## config.mk

```make
export PLATFORM = sky130hd
export DESIGN_NAME = addr_latch8
export DESIGN_NICKNAME = d
export VERILOG_FILES = /design/src/rtl/addr_latch_pkg.sv /design/src/rtl/addr_latch_mode.sv /design/src/rtl/addr_latch_sel_dec.sv /design/src/rtl/addr_latch_cell.sv /design/src/rtl/addr_latch8.sv
export SDC_FILE = /design/constraint.sdc
export NUM_CORES = 1
export LEC_CHECK = 0
export BUFFER_PORTS_ARGS = -buffer_cell sky130_fd_sc_hd__clkbuf_2
export CAP_MARGIN = 20
export CORE_AREA = 2 2 39 41
export CTS_BUF_LIST = sky130_fd_sc_hd__clkbuf_8
export DETAILED_ROUTE_END_ITERATION = 10
export DIE_AREA = 0 0 41 43
export PLACE_DENSITY_LB_ADDON = 0.05
export SYNTH_ARGS = -nofsm -noshare
export SYNTH_HDL_FRONTEND = slang
export SYNTH_SLANG_ARGS = --single-unit
```

## constraint.sdc

```tcl
create_clock -name clk -period 1.5 [get_ports clk]
set_input_delay 0.375 -clock clk [delete_from_list [all_inputs] [get_ports clk]]
set_output_delay 0.375 -clock clk [all_outputs]
set_load 0.02 [all_outputs]
```

## src/rtl/addr_latch_pkg.sv

```systemverilog
// Package: shared mode type and the decode from the two control inputs.
// Assumes both control inputs are active low.
package addr_latch_pkg;

    typedef enum logic [1:0] {
        MODE_WRITE  = 2'd0,
        MODE_HOLD   = 2'd1,
        MODE_DECODE = 2'd2,
        MODE_CLEAR  = 2'd3
    } latch_mode_e;

    // Map (clr_n, wr_en_n) onto an operating mode.
    function automatic latch_mode_e mode_of(input logic clr_n, input logic wr_en_n);
        latch_mode_e m;
        case ({clr_n, wr_en_n})
            2'b10:   m = MODE_WRITE;
            2'b11:   m = MODE_HOLD;
            2'b00:   m = MODE_DECODE;
            default: m = MODE_CLEAR;
        endcase
        return m;
    endfunction

endpackage

```

## src/rtl/addr_latch_mode.sv

```systemverilog
// Mode decoder: turns the two active-low controls into one mode value.
// Assumes inputs are already synchronous to the block clock.
module addr_latch_mode
    import addr_latch_pkg::*;
(
    input  logic        clr_n,
    input  logic        wr_en_n,
    output latch_mode_e mode
);

    // Pure combinational mapping of the control pair.
    always_comb begin
        mode = mode_of(clr_n, wr_en_n);
    end

endmodule

```

## src/rtl/addr_latch_sel_dec.sv

```systemverilog
// Select decoder: one-hot hit vector from a binary select, bit 0 LSB.
// Assumes WIDTH <= 2**ADDR_W; select codes beyond WIDTH-1 hit nothing.
module addr_latch_sel_dec #(
    parameter int WIDTH  = 8,
    parameter int ADDR_W = $clog2(WIDTH)
) (
    input  logic [ADDR_W-1:0] sel,
    output logic [WIDTH-1:0]  hit
);

    for (genvar i = 0; i < WIDTH; i++) begin : g_hit
        // Compare the select against this bit's index.
        assign hit[i] = (sel == ADDR_W'(i));
    end

endmodule

```

## src/rtl/addr_latch_cell.sv

```systemverilog
// Storage cell: one stored bit, updated on the rising edge per mode.
// Assumes hit is high for exactly the addressed cell.
module addr_latch_cell
    import addr_latch_pkg::*;
(
    input  logic        clk,
    input  logic        rst_n,
    input  latch_mode_e mode,
    input  logic        hit,
    input  logic        din,
    output logic        q_bit
);

    // Per-mode next-state update, with synchronous power-on reset.
    always_ff @(posedge clk) begin
        if (!rst_n) begin
            q_bit <= 1'b0;
        end else begin
            case (mode)
                MODE_WRITE:  if (hit) q_bit <= din;
                MODE_HOLD:   q_bit <= q_bit;
                MODE_DECODE: q_bit <= hit & din;
                default:     q_bit <= 1'b0;
            endcase
        end
    end

endmodule

```

## src/rtl/addr_latch8.sv

```systemverilog
// Top: addressable bit register with write, hold, decode and clear modes.
// Assumes all inputs synchronous to clk; q is the register contents.
module addr_latch8
    import addr_latch_pkg::*;
#(
    parameter int WIDTH  = 8,
    localparam int ADDR_W = $clog2(WIDTH)
) (
    input  logic              clk,
    input  logic              rst_n,
    input  logic              din,
    input  logic [ADDR_W-1:0] sel,
    input  logic              wr_en_n,
    input  logic              clr_n,
    output logic [WIDTH-1:0]  q
);

    latch_mode_e      mode;
    logic [WIDTH-1:0] hit;

    addr_latch_mode u_mode (
        .clr_n   (clr_n),
        .wr_en_n (wr_en_n),
        .mode    (mode)
    );

    addr_latch_sel_dec #(.WIDTH(WIDTH), .ADDR_W(ADDR_W)) u_dec (
        .sel (sel),
        .hit (hit)
    );

    for (genvar i = 0; i < WIDTH; i++) begin : g_cell
        addr_latch_cell u_cell (
            .clk   (clk),
            .rst_n (rst_n),
            .mode  (mode),
            .hit   (hit[i]),
            .din   (din),
            .q_bit (q[i])
        );
    end

endmodule

```

==> results.sh <==
export IMPL_final_util_pct=36.08
export IMPL_cts_sinks=8
export IMPL_cp_end_kind="output pin"
export IMPL_largestRegisters="g_cell.u_cell.q_bit (8)"
export IMPL_max_clock_freq_mhz=911.7
export IMPL_slowest_delay_ns=0.33
export IMPL_synth_seq_area_share_pct=37.10
export IMPL_post_cts_buffers=0
export IMPL_port_buffers=15
export IMPL_cap_violations=0
export IMPL_drive_gt1_share_pct=39.22
export IMPL_drc=0
export IMPL_largest_reg_flops=8
export IMPL_synthToLayoutAreaGrowth_pct=15.65
export IMPL_clk_pin_slew_worst_paths_ns=0.04
export IMPL_p_leak_nw=0.2051
export IMPL_p_comb_share_pct=9.0
export IMPL_clockRootBuffer="clkbuf_8"
export IMPL_r2r_slack_ns=0.90
export IMPL_relSlewSlack_pct=75.73
export IMPL_timing_rr_start="g_cell[6].u_cell.q_bit"
export IMPL_p_switching_mw=0.1131
export IMPL_largest_register="g_cell.u_cell.q_bit"
export IMPL_dpl_worst_slack_ns=0.2733
export IMPL_cts_resized=0
export IMPL_postRouteAntennaNets=0
export IMPL_fin_skew_ns=0
export IMPL_antenna_found_initial=0
export IMPL_path_class="register to output pin"
export IMPL_cts_htree_levels=1
export IMPL_drt_iter0_drc=9
export IMPL_nNetsFinal=61
export IMPL_synth_edf_count=0
export IMPL_synth_seq_cells=8
export IMPL_die_h_um=43
export IMPL_grt_pass1_wl_um=1207
export IMPL_status="complete, no violations"
export IMPL_synth_cell_types=12
export IMPL_ys_flop_type="dfxtp_1"
export IMPL_rsz0062_at_grt="no"
export IMPL_arrival_ns=0.72
export IMPL_viasPerCell=4.985
export IMPL_gp_congestion=0.6616
export IMPL_grt_max_degree=10
export IMPL_detail_route_first_pass_iterations=4
export IMPL_internal_power_mw=0.4092
export IMPL_hold_path_startpoint="g_cell[2].u_cell.q_bit"
export IMPL_timing_setup_tns_ns=0
export IMPL_cp_max_fo=2
export IMPL_drt_total_wl_um=826
export IMPL_path_depth=1
export IMPL_post_synth_instance_area_um2=431.7
export IMPL_coreArea_mm2=0.001384
export IMPL_hold_violations=0
export IMPL_synth_common_cells="8 x buf_4, 8 x dfxtp_1, 8 x mux2i_1, 8 x nand3_1, 3 x nor4b_1"
export IMPL_ctsHoldBuffers=0
export IMPL_async_reset_ff_share_pct=0
export IMPL_reg2reg_to="g_cell[6].u_cell.q_bit"
export IMPL_reg2regPathDepth=2
export IMPL_cts_buffers=3
export IMPL_clkPwrFrac_pct=49.3
export IMPL_crit_slowest_cell="dfxtp_1"
export IMPL_grt_total_usage_pct=11.28
export IMPL_cp_start_kind="register"
export IMPL_critPathBufInv=1
export IMPL_n_antenna_cell=0
export IMPL_cts_buffer_depth=2
export IMPL_yosysWarningCount=0
export IMPL_syn_nets=51
export IMPL_pwr_density_cell_mw_per_mm2=1046
export IMPL_cp_required_ns=1.12
export IMPL_boundaryPins=16
export IMPL_rows=14
export IMPL_vdd_ir_drop_max_mv=0.3632
export IMPL_die_w_um=41
export IMPL_cpLargestDelayFamily="flip-flops"
export IMPL_yosys_area_top_type="dfxtp_1"
export IMPL_avgSynthCellArea_um2=10.04
export IMPL_start_util_pct=31.19
export IMPL_path_cells="clkbuf_2"
export IMPL_worst_slack_ns=0.4032
export IMPL_hp_class="register to register"
export IMPL_synth_area_leaders="dfxtp_1 37%, mux2i_1 19%, buf_4 14%, nand3_1 9.3%, nor4b_1 6.1%"
export IMPL_min_period_ns=1.097
export IMPL_min_to="g_cell[2].u_cell.q_bit"
export IMPL_synth_top_area_share_pct=37.10
export IMPL_worstMarginPinSlew_ns=0.3590
export IMPL_grt_overflow=0
export IMPL_cts_tree="built"
export IMPL_clock_latency_ns=0.23
export IMPL_swShare_pct=21.65
export IMPL_routedWlPerCell_um=12.33
export IMPL_num_vias=334
export IMPL_die_area_mm2=0.001763
export IMPL_netlist_instances=43
export IMPL_drv_slew=0
export IMPL_finalSetupViolations=0
export IMPL_hold_path_depth=2
export IMPL_min_period_over_period_pct=73.12
export IMPL_grt_pass1_vias=296
export IMPL_p_seq_share_pct=41.8
[worst max-delay path by stage]
stage	startpoint	to	slack [ns]
after CTS	g_cell[1].u_cell.q_bit	q[1]	0.39
after global placement	sel[0]	g_cell[2].u_cell.q_bit	0.26
final	g_cell[1].u_cell.q_bit	q[1]	0.40
after detailed placement	sel[0]	g_cell[2].u_cell.q_bit	0.27
after global routing	g_cell[1].u_cell.q_bit	q[1]	0.36
after floorplan	sel[1]	g_cell[1].u_cell.q_bit	0.52
[layout by cell type, fill, tap and decap left out]
| master | count |
|---|---|
| and4bb_1 | 1 |
| nand2_1 | 1 |
| nor4b_1 | 3 |
| clkbuf_2 | 15 |
| mux2i_1 | 8 |
| and4bb_2 | 2 |
| dfxtp_1 | 8 |
| clkbuf_8 | 3 |
| nor4_1 | 1 |
| nand4b_1 | 1 |
| nand3_1 | 8 |
[metrics by stage]
stage / hold slack [ns] / area, um2 / std cells / power [mW]
finish: 0.4633 / 499.2 / 67 / 0.5222
global route: 0.4929 / 499.2 / 67 / 0.5433
CTS: 0.4687 / 499.2 / 67 / 0.5296
detailed placement: 0.4634 / 457.9 / 64 / 0.2688
global placement: 0.4575 / 457.9 / 64 / 0.2678
floorplan: 0.4469 / 431.7 / 43 / 0.2511
[metal layers]
metal  vias up  share of wire, %  GRT usage [%]
met1       146                46          14.61
met4         0               4.5          12.00
met2        13                41          13.44
met5         -                 0              0
met3         4               8.6          3.141
li1        171                 -              -
[power by group through the flow]
stage | clock network (mW) | logic [mW] | registers, mW
6_report | 0.257 | 0.0468 | 0.218
5_1_grt | 0.273 | 0.0515 | 0.218
4_1_cts | 0.264 | 0.0470 | 0.218
3_5_place_dp | 0 | 0.0470 | 0.222
3_3_place_gp | 0 | 0.0461 | 0.222
2_1_floorplan | 0 | 0.0296 | 0.221
[area by class of cell]
cell class | count | area (um2)
Clock buffer | 3 | 41.29
Sequential cell | 8 | 160.2
Multi-Input combinational cell | 25 | 202.7
Tap cell | 16 | 20.02
Fill cell | 148 | 884.6
Timing Repair Buffer | 15 | 75.07
[logic make-up after synthesis]
group / count (synthesis) / synth area share, %
buffers and inverters: 10 / 15.94
DFF: 8 / 37.10
muxes: 8 / 18.55
and+or+nand+nor: 17 / 28.41
No activity file was read; power rests on OpenSTA's default activity.
